**config.mk**
```make
export PLATFORM = sky130hd
export DESIGN_NAME = spr_access_unit
export DESIGN_NICKNAME = d
export VERILOG_FILES = /design/src/rtl/spr_pkg.sv /design/src/rtl/spr_decode.sv /design/src/rtl/spr_merge.sv /design/src/rtl/spr_access_unit.sv
export SDC_FILE = /design/constraint.sdc
export NUM_CORES = 2
export LEC_CHECK = 0
export ABC_AREA = 1
export BUFFER_PORTS_ARGS = -buffer_cell sky130_fd_sc_hd__buf_2
export CAP_MARGIN = 20
export CELL_PAD_IN_SITES_DETAIL_PLACEMENT = 0
export CELL_PAD_IN_SITES_GLOBAL_PLACEMENT = 1
export CORE_UTILIZATION = 45
export CTS_CLUSTER_DIAMETER = 80
export DETAILED_ROUTE_END_ITERATION = 6
export GPL_ROUTABILITY_DRIVEN = 0
export PLACE_DENSITY = 0.78
export REMOVE_ABC_BUFFERS = 1
export SKIP_LAST_GASP = 1
export SLEW_MARGIN = 5
export SYNTH_ARGS = -nofsm -noshare
export SYNTH_HDL_FRONTEND = slang
export SYNTH_SLANG_ARGS = --single-unit
```
**constraint.sdc**
```tcl
create_clock -name clk -period 9.9 [get_ports clk]
set_clock_uncertainty 0.15 [all_clocks]
set_input_delay 0.99 -clock clk [delete_from_list [all_inputs] [get_ports clk]]
set_output_delay 0.99 -clock clk [all_outputs]
set_load 0.03 [all_outputs]
```
**src/rtl/spr_pkg.sv**
```systemverilog
package spr_pkg;
    localparam int DATA_W = 32;
    localparam int NUM_W  = 10;
    localparam int SLOTS  = 64;
    localparam int SLOT_W = $clog2(SLOTS);

    localparam int SLOT_STICKY = 40;
    localparam int STICKY_LSB  = 20;
    localparam int STICKY_N    = 4;

    typedef enum logic [1:0] {
        CLS_ILLEGAL = 2'd0,
        CLS_USER    = 2'd1,
        CLS_PRIV    = 2'd2,
        CLS_MONITOR = 2'd3
    } acc_cls_e;

    typedef enum logic [2:0] {
        KIND_PLAIN  = 3'd0,
        KIND_CONST  = 3'd1,
        KIND_STICKY = 3'd2,
        KIND_PIPE   = 3'd3,
        KIND_XFER   = 3'd4,
        KIND_INVAL  = 3'd5
    } bit_kind_e;

    localparam logic [1:0] CAUSE_NONE    = 2'b00;
    localparam logic [1:0] CAUSE_ILLEGAL = 2'b01;
    localparam logic [1:0] CAUSE_PRIV    = 2'b10;

    typedef struct packed {
        acc_cls_e          cls;
        bit_kind_e         kind;
        logic [SLOT_W-1:0] slot;
        logic [DATA_W-1:0] keep;
        logic [DATA_W-1:0] konst;
    } spr_info_t;
endpackage

```
**src/rtl/spr_decode.sv**
```systemverilog
module spr_decode
    import spr_pkg::*;
(
    input  logic [NUM_W-1:0] num,
    output spr_info_t        info
);
    localparam logic [DATA_W-1:0] ONES = '1;

    function automatic spr_info_t mk(acc_cls_e c, bit_kind_e k, int s,
                                     logic [DATA_W-1:0] keep, logic [DATA_W-1:0] konst);
        spr_info_t r;
        r.cls   = c;
        r.kind  = k;
        r.slot  = SLOT_W'(s);
        r.keep  = keep;
        r.konst = konst;
        return r;
    endfunction

    logic             mon;
    logic [NUM_W-1:0] n;

    always_comb begin
        // the read-only monitor window aliases 952-959
        mon  = (num >= NUM_W'(936)) && (num <= NUM_W'(943));
        n    = mon ? num + NUM_W'(16) : num;
        info = mk(CLS_ILLEGAL, KIND_PLAIN, 0, '0, '0);
        case (n) inside
            NUM_W'(1):                 info = mk(CLS_USER, KIND_PLAIN, 0, 32'hE000FF7F, '0);
            NUM_W'(8):                 info = mk(CLS_USER, KIND_PLAIN, 1, ONES, '0);
            NUM_W'(9):                 info = mk(CLS_USER, KIND_PLAIN, 2, ONES, '0);
            NUM_W'(18):                info = mk(CLS_PRIV, KIND_PLAIN, 3, ONES, '0);
            NUM_W'(19):                info = mk(CLS_PRIV, KIND_PLAIN, 4, ONES, '0);
            NUM_W'(22):                info = mk(CLS_PRIV, KIND_PLAIN, 5, ONES, '0);
            NUM_W'(25):                info = mk(CLS_PRIV, KIND_PLAIN, 6, 32'hFFFF01FF, '0);
            NUM_W'(26):                info = mk(CLS_PRIV, KIND_PLAIN, 7, ONES, '0);
            NUM_W'(27):                info = mk(CLS_PRIV, KIND_PLAIN, 8, ONES, '0);
            [NUM_W'(272):NUM_W'(275)]: info = mk(CLS_PRIV, KIND_PLAIN, int'(n) - 263, ONES, '0);
            NUM_W'(282):               info = mk(CLS_PRIV, KIND_PLAIN, 13, 32'h8000000F, '0);
            NUM_W'(284):               info = mk(CLS_PRIV, KIND_PLAIN, 14, ONES, '0);
            NUM_W'(285):               info = mk(CLS_PRIV, KIND_PLAIN, 15, ONES, '0);
            NUM_W'(287):               info = mk(CLS_PRIV, KIND_CONST, 0, '0, 32'h00083214);
            [NUM_W'(528):NUM_W'(543)]: info = mk(CLS_PRIV, KIND_PLAIN, int'(n) - 512,
                                                 n[0] ? 32'hFFFE007B : 32'hFFFE1FFF, '0);
            [NUM_W'(912):NUM_W'(919)]: info = mk(CLS_PRIV, KIND_PLAIN, int'(n) - 880, ONES, '0);
            NUM_W'(920):               info = mk(CLS_PRIV, KIND_STICKY, SLOT_STICKY, 32'hF00FFFFF, '0);
            NUM_W'(921):               info = mk(CLS_PRIV, KIND_PIPE, 41, 32'hFFFFFFE0, '0);
            NUM_W'(922):               info = mk(CLS_PRIV, KIND_PLAIN, 42, ONES, '0);
            NUM_W'(923):               info = mk(CLS_PRIV, KIND_XFER, 43, 32'hFFFFFFFC, '0);
            NUM_W'(953):               info = mk(CLS_PRIV, KIND_PLAIN, 45, 32'hFFC00000, '0);
            NUM_W'(959):               info = mk(CLS_PRIV, KIND_CONST, 0, '0, '0);
            [NUM_W'(952):NUM_W'(958)]: info = mk(CLS_PRIV, KIND_PLAIN, 44 + int'(n[2:0]), ONES, '0);
            NUM_W'(1008):              info = mk(CLS_PRIV, KIND_PLAIN, 52, ONES, '0);
            NUM_W'(1009):              info = mk(CLS_PRIV, KIND_CONST, 0, '0, 32'h80000000);
            NUM_W'(1010):              info = mk(CLS_PRIV, KIND_PLAIN, 53, 32'hFFFFFFFE, '0);
            NUM_W'(1013):              info = mk(CLS_PRIV, KIND_PLAIN, 54, ONES, '0);
            NUM_W'(1017):              info = mk(CLS_PRIV, KIND_INVAL, 55, 32'hFFFFFF00, '0);
            NUM_W'(1019):              info = mk(CLS_PRIV, KIND_PLAIN, 56, 32'h000001FF, '0);
            NUM_W'(1020):              info = mk(CLS_PRIV, KIND_PLAIN, 57, 32'h3F800007, '0);
            NUM_W'(1021):              info = mk(CLS_PRIV, KIND_PLAIN, 58, 32'h3F800007, '0);
            NUM_W'(1022):              info = mk(CLS_PRIV, KIND_PLAIN, 59, 32'hFE003FFF, '0);
            default:                   ;
        endcase
        if (mon) info.cls = CLS_MONITOR;
    end
endmodule

```
**src/rtl/spr_merge.sv**
```systemverilog
module spr_merge
    import spr_pkg::*;
(
    input  bit_kind_e         kind,
    input  logic [DATA_W-1:0] keep,
    input  logic [DATA_W-1:0] konst,
    input  logic [DATA_W-1:0] old_val,
    input  logic [DATA_W-1:0] wdata,
    input  logic              pipe_busy,
    input  logic [1:0]        xfer_status,
    input  logic              inval_busy,
    output logic [DATA_W-1:0] wr_val,
    output logic [DATA_W-1:0] rd_val
);
    localparam logic [DATA_W-1:0] STK = DATA_W'({STICKY_N{1'b1}}) << STICKY_LSB;

    always_comb begin
        wr_val = wdata & keep;
        rd_val = old_val;
        case (kind)
            KIND_STICKY: wr_val = (wdata & keep & ~STK) | (old_val & wdata & STK);
            KIND_PIPE:   rd_val = old_val | DATA_W'(pipe_busy);
            KIND_XFER:   rd_val = old_val | DATA_W'(xfer_status);
            KIND_INVAL:  rd_val = old_val | DATA_W'(inval_busy);
            KIND_CONST:  rd_val = konst;
            default:     ;
        endcase
    end
endmodule

```
**src/rtl/spr_access_unit.sv**
```systemverilog
module spr_access_unit
    import spr_pkg::*;
(
    input  logic              clk,
    input  logic              rst_n,
    input  logic              req_valid,
    input  logic              req_write,
    input  logic [NUM_W-1:0]  req_num,
    input  logic [DATA_W-1:0] req_wdata,
    input  logic              user_mode,
    input  logic [STICKY_N-1:0] hw_flag_set,
    input  logic              pipe_busy,
    input  logic [1:0]        xfer_status,
    input  logic              inval_busy,
    output logic [DATA_W-1:0] rd_data,
    output logic              done,
    output logic              exc_valid,
    output logic [1:0]        exc_cause
);
    typedef struct packed {
        logic [SLOTS-1:0][DATA_W-1:0] regs;
        logic [DATA_W-1:0]            rdata;
        logic                         done;
        logic                         exc;
        logic [1:0]                   cause;
    } state_t;

    state_t            st_d, st_q;
    spr_info_t         info;
    logic [DATA_W-1:0] wr_val, rd_val;

    spr_decode u_decode (
        .num  (req_num),
        .info (info)
    );

    spr_merge u_merge (
        .kind        (info.kind),
        .keep        (info.keep),
        .konst       (info.konst),
        .old_val     (st_q.regs[info.slot]),
        .wdata       (req_wdata),
        .pipe_busy   (pipe_busy),
        .xfer_status (xfer_status),
        .inval_busy  (inval_busy),
        .wr_val      (wr_val),
        .rd_val      (rd_val)
    );

    always_comb begin
        st_d       = st_q;
        st_d.rdata = '0;
        st_d.done  = 1'b0;
        st_d.exc   = 1'b0;
        st_d.cause = CAUSE_NONE;
        if (req_valid) begin
            if (info.cls == CLS_ILLEGAL || (info.cls == CLS_MONITOR && req_write)) begin
                st_d.exc   = 1'b1;
                st_d.cause = CAUSE_ILLEGAL;
            end else if (info.cls == CLS_PRIV && user_mode) begin
                st_d.exc   = 1'b1;
                st_d.cause = CAUSE_PRIV;
            end else begin
                st_d.done = 1'b1;
                if (!req_write)
                    st_d.rdata = rd_val;
                else if (info.kind != KIND_CONST)
                    st_d.regs[info.slot] = wr_val;
            end
        end
        // hardware set wins over a software clear in the same cycle
        st_d.regs[SLOT_STICKY][STICKY_LSB +: STICKY_N] =
            st_d.regs[SLOT_STICKY][STICKY_LSB +: STICKY_N] | hw_flag_set;
    end

    always_ff @(posedge clk) begin
        if (!rst_n) st_q <= '0;
        else        st_q <= st_d;
    end

    assign rd_data   = st_q.rdata;
    assign done      = st_q.done;
    assign exc_valid = st_q.exc;
    assign exc_cause = st_q.cause;

    logic [STICKY_N-1:0] sticky_q;
    assign sticky_q = st_q.regs[SLOT_STICKY][STICKY_LSB +: STICKY_N];

    a_r11_one_outcome: assert property (@(posedge clk) disable iff (!rst_n)
        $past(req_valid) |-> (done ^ exc_valid));
    a_r11_idle_quiet: assert property (@(posedge clk) disable iff (!rst_n)
        !$past(req_valid) |-> (!done && !exc_valid));
    a_r10_fault_no_data: assert property (@(posedge clk) disable iff (!rst_n)
        exc_valid |-> (rd_data == '0 && exc_cause != CAUSE_NONE));
    a_r10_done_no_cause: assert property (@(posedge clk) disable iff (!rst_n)
        done |-> (exc_cause == CAUSE_NONE));
    a_r2_priv_needs_user: assert property (@(posedge clk) disable iff (!rst_n)
        (exc_valid && exc_cause == CAUSE_PRIV) |-> $past(user_mode));
    a_r6_sticky_hw_only: assert property (@(posedge clk) disable iff (!rst_n)
        ((sticky_q & ~$past(sticky_q)) != '0) |-> ($past(hw_flag_set) != '0));
    a_r5_version_const: assert property (@(posedge clk) disable iff (!rst_n)
        (done && !$past(req_write) && $past(req_num) == NUM_W'(287)) |-> (rd_data == 32'h00083214));
endmodule

```
* Word-level counts from Yosys, hierarchy flattened *
Index checks and enable logic that the tools add are counted.

cells by class
  div/mod/pow operators = 0
  $mul = 0
  bitwise logic cells = 11
  add/sub/neg operators = 5
  shift-type cells = 0
  eq/ne operators = 36
  reduce and logical (&&, ||, !) cells = 14
  muxes and demuxes = 50
  magnitude comparators = 12

operators by type and width
  operator                 number
  $mux W1337               2
  $mux W1304               2
  $mux W75                 32
  $bwmux W2048             1
  $mux W1340               1
  $bmux W32 S6             1
  $demux W32 S6            1
  $eq A10 B10 Y1 const B   15
  $mux W32                 4
  $pmux W32 S4             1
  $or A32 B1 Y32           2
  $eq A10 B5 Y1 const B    6
  $eq A10 B9 Y1 const B    4
  $ge A10 B10 Y1 const B   4
  $le A10 B10 Y1 const B   4
  $and A32 B32 Y32         1
  $or A32 B2 Y32           1
  $or A32 B24 Y32          1
  $and A24 B24 Y24         1
  $eq A10 B4 Y1 const B    2
  $mux W13                 1
  $add A10 B5 Y10 const B  1
  $eq A10 B1 Y1 const B    1
  $ge A10 B9 Y1 const B    1
  other kinds (24)         38

word-level totals
  ROM bits = 0
  output and inout port bits = 36
  memories = 0
  register bits = 2,084
  latch bits = 0
  memory bits (writable) = 0

* Depth between registers and ports, before layout *
  word-level depth = 48
  depth in mapped cells = 43
  depth with buffers taken out = 41

* Hierarchy *
A second synthesis with hierarchy kept.

unflattened totals
  cell total of the unflattened synthesis = 16,226
  area, all modules = 98,819.8 µm²

modules (own cells, without submodules)
  module           area each (µm²)  cells each  times used
  spr_access_unit  95,666.8         15,595      1
  spr_decode       2,312.2          436         1
  spr_merge        840.8            195         1

* Least setup slack after synthesis *
OpenSTA, ideal clock, no wires.

  kind = input -> register
  start = input req_num[4]
  end = register st_q[1722] (netlist name)
  buffers on the path = 2
  data arrival time = 4.527 ns
  path slack = 5.097 ns
  stages on the path = 32
  required time = 9.624 ns
  cell sequence = inv_1 ha_1 inv_1 nor2_1 nand4_1 nand2_4 inv_2 ha_1 inv_1 o21ai_0 o31ai_1 nand3_1 inv_1 o21ai_0 o21ai_1 nand2_1 nand2_2 inv_2 nor2_4 buf_1 nand4_1 nand2_1 nor2_1 nand2_1 nand2_1 nand2_1 nor2_1 nand2_1 nand2_1 nand2_4 buf_4 a21oi_2

between the ends
  longest elaborated chain between the ends = 42
  elaborated cells on any way between the ends = 105
  those cells by class = add/sub (5); order compare (12); eq/ne (32); mux (40); bitwise (5); reduce/logical (11)

ends and longest elaborated chain
  element                                                                RTL line                                      text
  from (decl)                                                            spr_access_unit.sv:8                          input logic [NUM_W-1:0] req_num,
  $ge A10 B10 Y1 / $le A10 B10 Y1 (equally long branches)                spr_decode.sv:25                              mon = (num >= NUM_W'(936)) && (num <= NUM_W'(943));
  $logic_and A1 B1 Y1                                                    spr_decode.sv:25
  $mux W10                                                               spr_decode.sv:26                              n = mon ? num + NUM_W'(16) : num;
  $eq A10 B10 Y1 (no source line)                                        -
  $mux W75 (32 in series)                                                spr_decode.sv:28                              case (n) inside
  $bmux W32 S6 / $mux W2 (equally long branches)                         spr_access_unit.sv:41, spr_decode.sv:64
  $mux W32 (implied by the code) / $eq A2 B2 Y1 (equally long branches)  spr_access_unit.sv:41, spr_access_unit.sv:57
  $and A24 B24 Y24 / $logic_and A1 B1 Y1 (equally long branches)         spr_merge.sv:21, spr_access_unit.sv:57
  $or A32 B24 Y32 / $logic_or A1 B1 Y1 (equally long branches)           spr_merge.sv:21, spr_access_unit.sv:57
  $mux W32 / $not A1 Y1 (equally long branches)                          -
  $bwmux W2048 / $reduce_and A5 Y1 (equally long branches)               -
  to (signal assigned)                                                   spr_access_unit.sv:78                         else st_q <= st_d;
  to (decl)                                                              spr_access_unit.sv:28                         state_t st_d, st_q;

Parallel ways exist; a longest one is shown, timed or not. The select of a mux whose other input is x is not followed.
A chain may end at the register's enable or synchronous reset.

* Worst setup path in the final report *
  start = input req_num[0]
  end = register st_q[825] (netlist name)

Same word-level chain as after synthesis.

==> results.md <==
- Worst min-delay path category: input pin to flop
- Mapped cell area: 0.0873 mm^2
- Row count: between 150 and 200
- RSZ-0062 raised after global routing: false
- Max stage delay cell, worst path: nor2_4
- Placeable Area: a little under 0.2 mm^2
- Gate Count Post-Synth: roughly 12000
- Max IR drop VDD: between 150 and 200 uV
- Ys async rst share: 0%
- Setup violators final: 0
- Die Span X: roughly 440 um
- Main flop type after synthesis: dfxtp_1
- Reg-to-Reg Start: st_q[89]
- Clk sinks: around 2100
- Via/cell ratio: 5.86
- CP Max Fanout: 33
- Worst path max stage delay: roughly 0.84 ns
- Tcrit/Tclk final: ~74%
- Initial antenna violation count: 7
- Setup bufs post-CTS: 0
- Max-Slew Margin vs Limit: about a fifth
- R2r endpoint: st_q[57]
- CP Launch Type: input pin
- Hold Startpoint: user_mode
- GRT met1 Usage: between 40% and 50%
- Post-route minimum period: roughly 7.3 ns
- Outcome: finished with violations
- Worst skew pair latency: around 0.88 ns
- M2 GR Usage: between 50 and 60%
- Reg2Reg Depth: 13
- CP arrival: ~8 ns
- First-pass detailed-route iteration total: 7
- H-tree depth: 4
- TritonCTS Buffers: around 220
- DRC marker count from the first detailed-route iteration: roughly 9800
- Detailed placement HPWL: 193000 um
- M3 GR Usage: roughly 5.3%
- Global route total overflow: 0
- Die Ht: 442 um
- Non-Filler Instances: between 10000 and 15000
- CTS Hold Bufs: 0
- Final core occ: between 40% and 50%
- Fmax: roughly 140 MHz
- Post-synth EDFFs: 0
- Routed Antenna Nets: 0
- Cell variety after synth: between 40 and 50
- Post-synthesis sequential area ratio: between 40% and 50%
- DRC violations left: 2
- Required time worst endpoint: about 11 ns
- Largest net degree at the start of global routing: about 280
- Failing checks: DRC
- Synth area leader: dfxtp_1
- Synth area leaders: dfxtp_1, o21ai_0, a21oi_1, nand2_1, clkbuf_1
- Most frequent cells after synthesis: nand2_1, o21ai_0, dfxtp_1
- GR peak layer: met2
- Clk slew on worst S/H paths: 0.06 ns
- First-pass GRT wire length: ~490000 um
- Drt total wl: around 340000 um
- Final Hold Viols: 0
- Yosys reg bits: roughly 2100
- Worst slew pin tran: roughly 1.2 ns
- Number of I/O port buffers: 90
- # nets final: 11400
- Area delta synth->final: 9.73%
- Vias in the first global route: 75300
- Max Cap Viol: 0
- Hold path depth: 3
- Most used cell, CP: nand2_1
- Placed cell count: roughly 14000
- Initial core utilization: 45.3%
- P_leak: approximately 0.037 uW
- WL/cell: 23.9 um
- Most frequent cell after synthesis: nand2_1
- Synth Area per Inst: about 7.3 um^2
- Post-CTS Resized: 0
- GRT Total Usage: between 30% and 40%
- Slew Limit Fails: 0
- I/O pin total: 91
- CTS tree: done
- R2r setup slk: 7.09 ns
- Fraction of layout instances using a drive strength above 1: between 7 and 8%
- Via count: 82300
- CTS root buffer: clkbuf_16
- WHS Endpoint: exc_cause[1]
- Filler instances: 18900
- Die area: 0.196 mm^2
- Bufs on Longest Clock Path: 3
- CP Capture Type: flop
- P per Cell Area: ~180 mW/mm^2
- Setup CP Type: input pin to flop
- Synth top area share: between 40% and 50%
- Setup total negative slack: 0 ns
- Yosys Warn Count: 0
## flip-flops by register name, summed over array words and instances (netlist names)
signal     flops
st_q        2048
rd_data       32
exc_cause      2
done           1
exc_valid      1
## per-layer routing
metal  share of wire, %  up-vias
li1                   -    38800
met1                 43    39100
met2                 44     3770
met3                8.5      665
met4                4.4        6
met5              0.012        -
## logic make-up after synthesis
kind of cell / after synthesis / share of synthesized area (%)
compound gates: 4504 / 26.2
xor+xnor: 2 / 0.0201
fa+ha+maj: 9 / 0.129
buf+inv: 1942 / 8.95
flops: 2084 / 47.8
simple gates: 3417 / 16.9
## how the worst max path moves through the flow
stage	start	endpoint	slack (ns)
floorplan	req_num[4]	rd_data[27]	-0.75
global placement	req_num[4]	st_q[915]	1.92
detailed placement	req_num[0]	st_q[926]	1.91
CTS	req_num[0]	st_q[925]	2.80
global route	req_num[0]	st_q[835]	2.33
finish	req_num[0]	st_q[825]	2.60
## critical path: cells and delay by family
family | cells | cell delay [ns]
fa+ha+maj | 2 | 0.46
simple gates | 17 | 3.93
compound gates | 6 | 0.83
buf+inv | 7 | 1.64
## power by group
group | total [uW] | internal [uW] | switching [uW]
Combinational | 689 | 129 | 559
Clock | 8320 | 4750 | 3560
Sequential | 8390 | 8390 | 2.62
Total | 17400 | 13300 | 4130
## metrics by stage
step	power [uW]	area, um^2	worst slack (ns)	hold slack (ns)
after global placement	9240	88400	1.92	0.282
after global routing	17800	95800	2.33	0.268
after floorplan	8860	82500	-0.746	0.273
final	17400	95800	2.60	0.281
after detailed placement	9250	88400	1.91	0.287
after CTS	17400	95600	2.80	0.236
## area by class of cell
| type | instances | area, um^2 | area share [%] |
|---|---|---|---|
| multi-input combinational | 7932 | 38200 | 39.9 |
| inverter | 809 | 3100 | 3.23 |
| clock inverter | 67 | 679 | 0.709 |
| tap | 2526 | 3160 | 3.30 |
| sequential | 2084 | 41700 | 43.5 |
| clock buffer | 329 | 6540 | 6.82 |
| timing repair buffer | 297 | 2370 | 2.48 |
| antenna | 4 | 10.0 | 0.0104 |
## cells in the final DEF, fill, tap and decap left out, drive strengths merged, types with 3 or more instances in the layout
master    count
nand2      2277
o21ai      2252
a21oi      2094
dfxtp      2084
inv         814
nor2        466
nand4       330
clkbuf      329
buf         297
nand3       209
o22ai       116
nand3b       91
clkinv       50
nor3         34
o21a         17
ha            9
bufinv        8
a22o          7
o2111ai       6
nor4          5
diode         4
o211ai        4
clkinvlp      4
o31ai         3
(Power assumes the default switching activity.)
